File: config.mk
export PLATFORM = sky130hd
export DESIGN_NAME = sidx_gen
export DESIGN_NICKNAME = d
export VERILOG_FILES = /design/src/rtl/sidx_pkg.sv /design/src/rtl/sidx_walker.sv /design/src/rtl/sidx_ctrl.sv /design/src/rtl/sidx_gen.sv
export SDC_FILE = /design/constraint.sdc
export NUM_CORES = 1
export LEC_CHECK = 0
export ABC_AREA = 1
export BUFFER_PORTS_ARGS = -buffer_cell sky130_fd_sc_hd__buf_2
export CORE_MARGIN = 4
export CORE_UTILIZATION = 54
export CTS_CLUSTER_SIZE = 12
export DETAILED_ROUTE_END_ITERATION = 6
export PLACE_DENSITY = 0.77
export SYNTH_ARGS = -nofsm -noshare
export SYNTH_HDL_FRONTEND = slang
export SYNTH_SLANG_ARGS = --single-unit
File: constraint.sdc
create_clock -name clk -period 2.91 [get_ports clk]
set_clock_uncertainty 0.1 [all_clocks]
set_input_delay 0.291 -clock clk [delete_from_list [all_inputs] [get_ports clk]]
set_output_delay 0.291 -clock clk [all_outputs]
set_load 0.03 [all_outputs]
File: src/rtl/sidx_pkg.sv
package sidx_pkg;
  typedef enum logic {
    ORD_GROUP_OUTER  = 1'b0,
    ORD_MEMBER_OUTER = 1'b1
  } walk_order_e;

  typedef enum logic [1:0] {
    ST_IDLE = 2'd0,
    ST_RUN  = 2'd1,
    ST_FIN  = 2'd2
  } run_state_e;

  localparam int MAX_SUBLEN = 4;
endpackage

File: src/rtl/sidx_walker.sv
module sidx_walker
  import sidx_pkg::*;
#(
  parameter int MAX_VL = 16,
  localparam int VL_W  = $clog2(MAX_VL + 1),
  localparam int OFF_W = $clog2(MAX_VL * MAX_SUBLEN + 1)
) (
  input  logic              clk,
  input  logic              rst_n,
  input  logic              load,
  input  logic              step,
  input  logic [VL_W-1:0]   vl_q,
  input  logic [2:0]        slen_q,
  input  walk_order_e       order,
  output logic [OFF_W-1:0]  off,
  output logic              last
);
  logic [VL_W-1:0] grp_q, grp_d;
  logic [2:0]      mem_q, mem_d;
  logic            grp_end, mem_end;

  assign grp_end = (grp_q == vl_q - VL_W'(1));
  assign mem_end = (mem_q == slen_q - 3'd1);
  assign last    = grp_end && mem_end;
  assign off     = OFF_W'(grp_q) * OFF_W'(slen_q) + OFF_W'(mem_q);

  always_comb begin
    grp_d = grp_q;
    mem_d = mem_q;
    if (load) begin
      grp_d = '0;
      mem_d = '0;
    end else if (step) begin
      if (order == ORD_MEMBER_OUTER) begin
        if (grp_end) begin
          grp_d = '0;
          mem_d = mem_q + 3'd1;
        end else begin
          grp_d = grp_q + VL_W'(1);
        end
      end else begin
        if (mem_end) begin
          mem_d = '0;
          grp_d = grp_q + VL_W'(1);
        end else begin
          mem_d = mem_q + 3'd1;
        end
      end
    end
  end

  always_ff @(posedge clk or negedge rst_n) begin
    if (!rst_n) begin
      grp_q <= '0;
      mem_q <= '0;
    end else if (load || step) begin
      grp_q <= grp_d;
      mem_q <= mem_d;
    end
  end

  AST_WALK_FRESH: assert property (@(posedge clk) disable iff (!rst_n)
    (step && !last) |=> (off != $past(off)));
endmodule

File: src/rtl/sidx_ctrl.sv
module sidx_ctrl
  import sidx_pkg::*;
(
  input  logic clk,
  input  logic rst_n,
  input  logic start,
  input  logic vl_zero,
  input  logic last,
  input  logic ready,
  output logic valid,
  output logic done,
  output logic load,
  output logic step
);
  run_state_e st_q, st_d;

  assign valid = (st_q == ST_RUN);
  assign done  = (st_q == ST_FIN);
  assign load  = (st_q == ST_IDLE) && start;
  assign step  = (st_q == ST_RUN) && ready;

  always_comb begin
    st_d = st_q;
    case (st_q)
      ST_IDLE: if (start) st_d = vl_zero ? ST_FIN : ST_RUN;
      ST_RUN:  if (ready && last) st_d = ST_FIN;
      ST_FIN:  st_d = ST_IDLE;
      default: st_d = ST_IDLE;
    endcase
  end

  always_ff @(posedge clk or negedge rst_n) begin
    if (!rst_n) st_q <= ST_IDLE;
    else        st_q <= st_d;
  end

  AST_DONE_PULSE: assert property (@(posedge clk) disable iff (!rst_n)
    done |=> !done);
  AST_VALID_AFTER_START: assert property (@(posedge clk) disable iff (!rst_n)
    (!valid && !done && start && !vl_zero) |=> valid);
  AST_ZERO_RUN: assert property (@(posedge clk) disable iff (!rst_n)
    (!valid && !done && start && vl_zero) |=> (done && !valid));
endmodule

File: src/rtl/sidx_gen.sv
module sidx_gen
  import sidx_pkg::*;
#(
  parameter int MAX_VL = 16,
  localparam int VL_W  = $clog2(MAX_VL + 1),
  localparam int OFF_W = $clog2(MAX_VL * MAX_SUBLEN + 1)
) (
  input  logic             clk,
  input  logic             rst_n,
  input  logic             start,
  input  logic [VL_W-1:0]  vl,
  input  logic [1:0]       subvl_m1,
  input  logic             pack,
  input  logic             unpack,
  input  logic             ready,
  output logic [OFF_W-1:0] src_off,
  output logic [OFF_W-1:0] dst_off,
  output logic             valid,
  output logic             done
);
  localparam int SIDES = 2;

  logic [VL_W-1:0] vl_q;
  logic [2:0]      slen_q;
  logic            pack_q, unpack_q;
  logic            load, step;
  logic [OFF_W-1:0] side_off  [SIDES];
  logic             side_last [SIDES];
  walk_order_e      side_ord  [SIDES];
  logic [OFF_W-1:0] total;

  always_ff @(posedge clk or negedge rst_n) begin
    if (!rst_n) begin
      vl_q     <= '0;
      slen_q   <= 3'd1;
      pack_q   <= 1'b0;
      unpack_q <= 1'b0;
    end else if (load) begin
      vl_q     <= vl;
      slen_q   <= {1'b0, subvl_m1} + 3'd1;
      pack_q   <= pack;
      unpack_q <= unpack;
    end
  end

  assign side_ord[0] = pack_q   ? ORD_MEMBER_OUTER : ORD_GROUP_OUTER;
  assign side_ord[1] = unpack_q ? ORD_MEMBER_OUTER : ORD_GROUP_OUTER;

  sidx_ctrl u_ctrl (
    .clk     (clk),
    .rst_n   (rst_n),
    .start   (start),
    .vl_zero (vl == '0),
    .last    (side_last[0]),
    .ready   (ready),
    .valid   (valid),
    .done    (done),
    .load    (load),
    .step    (step)
  );

  for (genvar s = 0; s < SIDES; s++) begin : g_side
    sidx_walker #(.MAX_VL(MAX_VL)) u_walk (
      .clk    (clk),
      .rst_n  (rst_n),
      .load   (load),
      .step   (step),
      .vl_q   (vl_q),
      .slen_q (slen_q),
      .order  (side_ord[s]),
      .off    (side_off[s]),
      .last   (side_last[s])
    );
  end

  assign src_off = side_off[0];
  assign dst_off = side_off[1];
  assign total   = OFF_W'(vl_q) * OFF_W'(slen_q);

  AST_HOLD_STALL: assert property (@(posedge clk) disable iff (!rst_n)
    (valid && !ready) |=> (valid && $stable(src_off) && $stable(dst_off)));
  AST_LOCKSTEP: assert property (@(posedge clk) disable iff (!rst_n)
    valid |-> (side_last[0] == side_last[1]));
  AST_SAME_ORDER: assert property (@(posedge clk) disable iff (!rst_n)
    (valid && (pack_q == unpack_q)) |-> (src_off == dst_off));
  AST_OFF_RANGE: assert property (@(posedge clk) disable iff (!rst_n)
    valid |-> ((src_off < total) && (dst_off < total)));
  AST_NO_OVERLAP: assert property (@(posedge clk) disable iff (!rst_n)
    !(valid && done));
endmodule

==> summary by stage, run 1 <==
Global routing
The first-pass GRT wire length is approximately 11000 um. Across every metal layer, demand over resource in global routing totals 0.2179. The largest net degree at the start of global routing is 29. The number of global-route vias before repair is between 2000 and 3000.

The layer carrying the most global-route usage is met2. The met1 routing resource usage after global routing is 0.2668. The final global-route overflow total is 0.

The met3 track demand over resource is 0.01467. The met2 track demand over resource is 0.4065. The initial antenna violation count is 0.

Routing
The number of nets with antenna violations after detailed routing is 0. The final wirelength is approximately 6300 um. The detailed router finished its first iteration with 76 violations. The detail-routed via count per cell is just over 5.

The number of optimization iterations in the first detailed-route pass is 4. The routed layout has between 2000 and 3000 vias. The detailed-route DRC error count is 0. The final routed wire length divided by cell count is 12.24 um.

Placement
The global placer's final weighted congestion is a little over 0.8. The number of I/O port buffers is 28. The placed cell count is about 500.

The post-DP HPWL is just under 5000 um.

Final layout
The library cell used most frequently in the layout, excluding fill and tap cells, is nand2_1. The final antenna diode count is 0. In the final layout, the share of cells above drive strength 1 is 0.2539. The top cell types in the final layout, fill and taps aside, are nand2_1 (110), inv_1 (52), nand3_1 (44), buf_4 (33), ha_1 (27).

For this run, the number of standard cells in the final layout without fillers is between 500 and 600. The final layout contains 500 nets. The number of fill cells in the layout is between 300 and 400. From synthesis to final layout, the design area changed by 29.08%.

Clocking
The cell at the root of the clock tree is clkbuf_8. The maximum root-to-sink buffer count is 2. The register clock-pin slew on the reported worst setup and hold paths is ~90 ps. The number of CTS-inserted buffers is 3.

The CTS tree is yes. The maximum level of the CTS H-tree is 1. The clock latency of the later-clocked register in the worst-skew pair is roughly 270 ps. The number of clock sinks is 28.

Die
The initial utilization of the core area, before any placement, comes to 0.5724. The number of rows in the core area is 25. The placeable core region is 4848 sq um. The top-level port count is 29.

The die covers 6351 sq um. The floorplan die width is around 80 um. The vertical die dimension is around 80 um.

STA
Setup repair after global routing could not meet its margin everywhere. The pin slew with the least headroom to its limit is slightly above 600 ps. The fmax is ~0.29 GHz. The total setup violations reported at the end of the flow is 10.

The routed design could run at a clock period as short as approximately 3500 ps. The part of the cycle the worst path needs is 1.196. The worst path setup slack after routing is -570.1 ps.

Hold is met by around 140 ps. The number of hold-slack violations in the final timing report is 0. In this run the tightest slew margin relative to its limit is 0.5894. The max-slew violation count is 0.

Logic synthesis
The total nets after synthesis is 440. The distinct cell type count of the synthesized netlist is 26. The post-synthesis register bit count is 28. The mapped netlist covers approximately 2800 sq um. The mean instance size in the synthesized netlist is 7.190 sq um.

Synthesis produced a netlist whose cell count is 386. The number of synthesis warnings is 0. The register area share after synthesis is 0.2529.

Setup path
The sort of element at the end of the critical path is an output pin. The setup path with the least slack is of type flip-flop to output pin. The critical path data required time is around 2500 ps. The worst endpoint data arrival time is between 3000 and 4000 ps. Walking the worst path, the cells encountered are nand2_2, fa_1, inv_2, fa_2, ha_4, a21oi_4, nand2_2, a21o_1, a21oi_4, xor2_4, buf_6. The slowest cell on the critical path is dfstp_2. The cell family contributing the most delay on the critical path is adder cells. The largest stage delay on the critical path is ~600 ps. In this run the worst path has a maximum fanout of 5.

The worst setup path is launched from a flip-flop. The total buffers and inverters traversed by the critical path is 2.

Outcome
The final reports fail on negative setup slack. The flow ran to the end, but the final reports show violations.

Pwr
The leakage power total is approximately 2.1 nW. VDD sags by at most 0.0007265 V. The power density relative to cell area is between 1000 and 1500 nW/um^2.

Run
Max-cap violations in this run came to 0.

Min path
The type of the tightest min-delay check is input pin to flip-flop.
==> synth_stat cells (all sizes together) <==
master	number	share of area
a21o	2	0.0054
a21oi	7	0.013
a31oi	1	0.0023
buf	4	0.0072
clkbuf	5	0.0068
dfrtp	27	0.24
dfstp	1	0.0095
fa	10	0.072
ha	31	0.14
inv	60	0.081
nand2	120	0.17
nand3	48	0.088
nand3b	4	0.011
nand4	2	0.0045
nor2	27	0.044
nor3	1	0.0018
o21ai	10	0.018
xnor2	9	0.028
xor2	17	0.054
==> flip-flops by register name, summed over array words and instances, names as in the netlist <==
signal               count
u_ctrl.st_q              2
unpack_q                 1
slen_q                   3
vl_q                     5
pack_q                   1
g_side.u_walk.mem_q      6
g_side.u_walk.grp_q     10
==> timing repair <==
action | 4_1_cts | 5_1_grt
hold buffers | 1 | 0
endpoints found under the hold margin | 27 | 0
gates cloned | 0 | 0
pin swaps | 17 | 12
setup endpoints to repair | 10 | 10
gates resized for setup | 29 | 13
setup buffers | 3 | 1
==> kinds of logic (layout without fill, tap and decap cells) <==
kind of cell	after synthesis	count (layout)	synth area share
flops	28	28	0.2529
simple gates	202	202	0.3197
fa+ha+maj	41	41	0.2119
compound gates	20	20	0.03832
xor+xnor	26	26	0.08206
buf+inv	69	128	0.09513
==> final timing paths <==
kind,from,end,slack (ps),cells after the start
max,slen_q[0],dst_off[6],-570,11
min,subvl_m1[0],slen_q[0],140,2
max reg2reg,slen_q[0],g_side[0].u_walk.grp_q[2],760,11
min reg2reg,vl_q[4],vl_q[4],450,2
max in group asynchronous,rst_n,slen_q[2],1820,2
min in group asynchronous,rst_n,u_ctrl.st_q[1],460,2
==> cell type report <==
type	count	area, sq um	share of cell area
inverter	60	225.2	0.06287
multi-input combinational	289	2042	0.5700
tap	67	83.83	0.02340
sequential	28	703.2	0.1963
clock buffer	4	45.04	0.01257
timing repair buffer	64	483.0	0.1348
==> through the flow <==
stage	TNS, ps	area [sq um]	worst slack, ps	power [mW]	utilization
finish	-3889	3582	-570.1	3.885	0.7388
global route	-4890	3582	-656.8	4.276	0.7388
CTS	-4036	3510	-548.5	3.803	0.7239
detailed placement	-1170	3357	-353.7	3.402	0.6924
global placement	-698.8	3357	-235.5	3.300	0.6924
floorplan	-1138	2927	-302.3	2.714	-
==> layer usage <==
layer | share of wire | routed length, um
met3 | 0.035 | 222
met4 | 0.017 | 108
met1 | 0.42 | 2657
met5 | 0 | 0
met2 | 0.52 | 3280
==> power by group <==
group	internal [mW]	switching, mW	total [mW]	leakage, nW
registers	0.560	0.192	0.752	0.353
clock network	0.0982	0.120	0.218	0.0228
logic	1.20	1.71	2.92	1.71
Power figures use the tool's default switching activity.
==> run 2, diff against run 1 <==
--- a/config.mk
+++ b/config.mk
@@ -5,7 +5,6 @@
 export SDC_FILE = /design/constraint.sdc
 export NUM_CORES = 1
 export LEC_CHECK = 0
-export ABC_AREA = 1
 export BUFFER_PORTS_ARGS = -buffer_cell sky130_fd_sc_hd__buf_2
 export CORE_MARGIN = 4
 export CORE_UTILIZATION = 54
==> run 2 against run 1 <==
The run still ends with negative setup slack left; final cell count down 18%; die area decreased by 3.8%; largest power group unchanged; via count decreased by 13%; setup slack worse by 93 ps; flip-flop and latch count is the same; critical path depth unchanged; routed wire length fell by 5.3%; core utilization fell by 2.4 points; count of clock-buffer cells in the layout stayed put; clock power increased by 14%; sequential power up 0.7%; highest routed layer unchanged; combinational power increased by 11%.
==> summary by stage, run 2 <==
Outcome
Outcome: finished, violations left (unchanged). Violated checks: negative setup slack (unchanged).

Setup path
The worst-case register-to-register setup slack is 270 ps (was 760 ps). The total number of cells along the worst setup path came to 11 (unchanged). The largest stage delay on the critical path came to 560 ps (was 600 ps). The maximum net fanout on the critical path is 3 (was 5). The total buffers and inverters traversed by the critical path was 4 (was 2). The slowest cell on the critical path is dfstp_2 (unchanged).

Cell breakdown of the critical path: nand2_2, fa_1, inv_1, fa_1, buf_4, buf_6, fa_2, a21o_1, a21oi_2, xnor2_2, buf_6 (was nand2_2, fa_1, inv_2, fa_2, ha_4, a21oi_4, nand2_2, a21o_1, a21oi_4, xor2_4, buf_6). The critical path's top delay family is adder cells (unchanged). The endpoint of the worst-slack reg-to-reg timing path is g_side[1].u_walk.grp_q[0] (was g_side[0].u_walk.grp_q[2]). The start of the worst register-to-register path was slen_q[0] (unchanged). The end of the critical path is src_off[5] (was dst_off[6]). The critical path data required time was 2520 ps (about the same). The worst endpoint data arrival time is 3180 ps (was 3090 ps).

The kind of start point of the critical path is a flip-flop (unchanged). The number of cells on the worst reg-to-reg path is 10 (was 11). The sort of element at the end of the critical path is an output pin (unchanged).

The worst setup path startpoint is slen_q[0] (unchanged). The critical path class is flip-flop to output pin (unchanged).

Logic synthesis
The area share of the leading cell type in the synthesized netlist is 0.2541 (was 0.2435). The proportion of synthesized flip-flops having asynchronous set or reset is 1.000 (unchanged). The total nets after synthesis was 341 (was 440).

The number of synthesis warnings came to 0 (unchanged). The register area share after synthesis was 0.2640 (was 0.2529). The top cell type by total area after synthesis is dfrtp_1 (unchanged). The distinct cell type count of the synthesized netlist is 51 (was 26). Most common library cells after synthesis: nand2_1 (43), ha_1 (31), dfrtp_1 (27), inv_1 (22), and2_1 (21) (was nand2_1 (115), inv_1 (55), nand3_1 (47), ha_1 (31), dfrtp_1 (27)). Biggest area contributors in the synthesized netlist: dfrtp_1 (25%), ha_1 (15%), fa_1 (7.5%) (was dfrtp_1 (24%), nand2_1 (16%), ha_1 (14%)).

The number of flops mapped to enable cells by yosys is 0 (unchanged). The mean instance size in the synthesized netlist is 9.264 sq um (was 7.190 sq um). The top flip-flop cell by instance count after synthesis is dfrtp_1 (unchanged). The count of mapped cells out of synthesis came to 287 (was 386). The cell area after technology mapping was 2659 sq um (was 2775 sq um).

The post-synthesis register bit count came to 28 (unchanged). The leading cell type by number of instances after synthesis is nand2_1 (unchanged).

Min path
The type of the tightest min-delay check is input pin to flip-flop (unchanged).

Final layout
The number of flip-flops in the largest register is 10 (unchanged). The area added between synthesis and finish is 27.76% (was 29.08%). The non-filler instance count after layout is 418 (was 512). The number of fill cells in the layout is 378 (was 364). The number of nets in the finished design is 406 (was 500). The share of post-route cells with drive strength above 1 is 0.2877 (was 0.2539). The most frequent standard cell in the layout excluding fill and tap cells is nand2_1 (unchanged). Most frequent cells in the layout: nand2_1 (42), buf_4 (38), ha_1 (28), dfrtp_1 (27), inv_1 (22) (was nand2_1 (110), inv_1 (52), nand3_1 (44), buf_4 (33), ha_1 (27)). The largest register by flop count is g_side.u_walk.grp_q (unchanged). The final antenna diode count came to 0 (unchanged). Largest registers ranked by flip-flop count: g_side.u_walk.grp_q (10), g_side.u_walk.mem_q (6), vl_q (5) (unchanged).

STA
The pin slew with the least headroom to its limit came to 643.2 ps (was 615.9 ps). The normalized max-slew margin came to 0.5712 (was 0.5894). The part of the cycle the worst path needs came to 1.228 (was 1.196). The worst path setup slack after routing is -663.0 ps (was -570.1 ps). The max-slew violation count is 0 (unchanged). The number of hold-slack violations in the final timing report is 0 (unchanged). The total setup violations reported at the end of the flow is 10 (unchanged). RSZ-0062 raised after global routing: yes (unchanged).

The minimum clock period after layout came to 3573 ps (was 3480 ps). The fmax is 0.2799 GHz (was 0.2874 GHz). The setup TNS was -4450 ps (was -3889 ps).

Placement
The global placer's final weighted congestion is 0.8449 (was 0.8122). The number of I/O port buffers was 28 (unchanged). The placed cell count is 409 (was 506). The post-DP HPWL is 4752 um (was 4963 um).

Die
The initial core utilization came to 0.5592 (was 0.5724). The placeable core region is 4755 sq um (was 4848 sq um). The top-level port count is 29 (unchanged). The number of rows in the core area is 25 (unchanged).

The vertical die dimension is 78.17 um (was 79.69 um). The floorplan die width is 78.17 um (was 79.69 um). The overall die area is 6111 sq um (was 6351 sq um).

Routing
The final wirelength is 5937 um (was 6269 um). The detail-routed via count per cell is 5.416 (was 5.076). The final routed wire length divided by cell count is 14.20 um (was 12.24 um). The via total after detailed routing is 2264 (was 2599). The number of nets with antenna violations after detailed routing was 0 (unchanged).

The number of optimization iterations in the first detailed-route pass is 4 (unchanged). The starting DRC count in detailed routing is 86 (was 76). The detailed-route DRC error count came to 0 (unchanged).

Clocking
The number of clock sinks is 28 (unchanged). The maximum level of the CTS H-tree is 1 (unchanged). The number of CTS-inserted buffers is 3 (unchanged). The cell at the root of the clock tree is clkbuf_8 (unchanged).

The maximum root-to-sink buffer count is 2 (unchanged). The CTS tree is yes (unchanged). The clock latency of the later-clocked register in the worst-skew pair is 280 ps (was 270 ps). The register clock-pin slew on the reported worst setup and hold paths was 100 ps (was 90 ps).

Pwr
The power density relative to cell area is 1252 nW/um^2 (was 1085 nW/um^2). The peak supply drop is 0.0009085 V (was 0.0007265 V). The leakage power total came to 1.813 nW (was 2.082 nW).

Global routing
The largest net degree at the start of global routing came to 29 (unchanged). The number of global-route vias before repair came to 2401 (was 2604). The total global-route track usage is 0.2135 (was 0.2179). The final global-route overflow total is 0 (unchanged).

The initial antenna violation count was 0 (unchanged). The first-pass GRT wire length was 10700 um (was 11120 um).

Run
The number of max-cap violations was 0 (unchanged).
==> run 2: cell types whose count changed after synthesis, sizes merged, moves of 11 or more <==
cell   change
nand3     -46
nand2     -77
inv       -38
nor2      -19
and2      +21
xnor2     +11
==> run 2: worst min path at each step <==
stage | from | endpoint | slack (ps) | cells past startpoint
2_1_floorplan | rst_n | g_side[0].u_walk.grp_q[0] | -100 | 0
3_3_place_gp | rst_n | g_side[1].u_walk.grp_q[2] | 240 | 1
3_5_place_dp | rst_n | unpack_q | 250 | 1
4_1_cts | subvl_m1[0] | slen_q[0] | 80 | 2
5_1_grt | subvl_m1[0] | slen_q[0] | 100 | 2
6_report | subvl_m1[0] | slen_q[0] | 90 | 2
==> run 2: final cells by class <==
cell class | count | area (sq um) | area share
multi-input cells | 229 | 1972 | 0.5805
flip-flops and latches | 28 | 701.9 | 0.2066
repair buffers | 67 | 498.0 | 0.1466
inverters | 23 | 86.33 | 0.02541
well taps | 67 | 83.83 | 0.02468
clock buffers | 4 | 55.05 | 0.01621
==> run 2: what timing repair did <==
action	4_1_cts	5_1_grt
gates resized for setup	20	8
hold endpoints to repair	27	0
buffers inserted	1	5
cloned	0	0
pin swaps	4	11
setup endpoints to repair	10	10
hold buffers	1	0
==> run 2: kinds of logic after synthesis <==
logic type               share of synthesized area
AO/OA/AOI/OAI                               0.1417
XOR/XNOR                                    0.1280
adder cells (fa/ha/maj)                     0.2212
buffers and inverters                      0.04423
flip-flops                                  0.2640
multiplexers                              0.008000
AND/OR/NAND/NOR                             0.1929
==> run 2: layer usage <==
metal	wire (um)	track usage	vias to the layer above	share of wire
li1	-	-	1106	-
met3	254	0.01720	9	0.043
met4	94	0.04895	0	0.016
met2	3094	0.4058	59	0.52
met1	2494	0.2606	1090	0.42
met5	0	0	-	0
==> run 2: through the flow <==
stage / utilization / worst slack, ps / hold WS (ps) / power, mW / cell area [sq um]
after floorplan: - / -299.8 / -104.6 / 2.822 / 2749
after global placement: 0.6700 / -288.1 / 241.2 / 3.566 / 3186
after detailed placement: 0.6700 / -368.3 / 246.7 / 3.656 / 3186
after CTS: 0.7011 / -623.2 / 77.91 / 4.098 / 3333
after global routing: 0.7145 / -772.0 / 97.15 / 4.658 / 3397
final: 0.7145 / -663.0 / 87.18 / 4.254 / 3397
==> run 2: power breakdown <==
| part | total (mW) | internal, mW | leakage, nW | switching [mW] |
|---|---|---|---|---|
| registers | 0.757 | 0.556 | 0.346 | 0.201 |
| logic | 3.25 | 1.54 | 1.44 | 1.71 |
| clock network | 0.248 | 0.122 | 0.0288 | 0.126 |
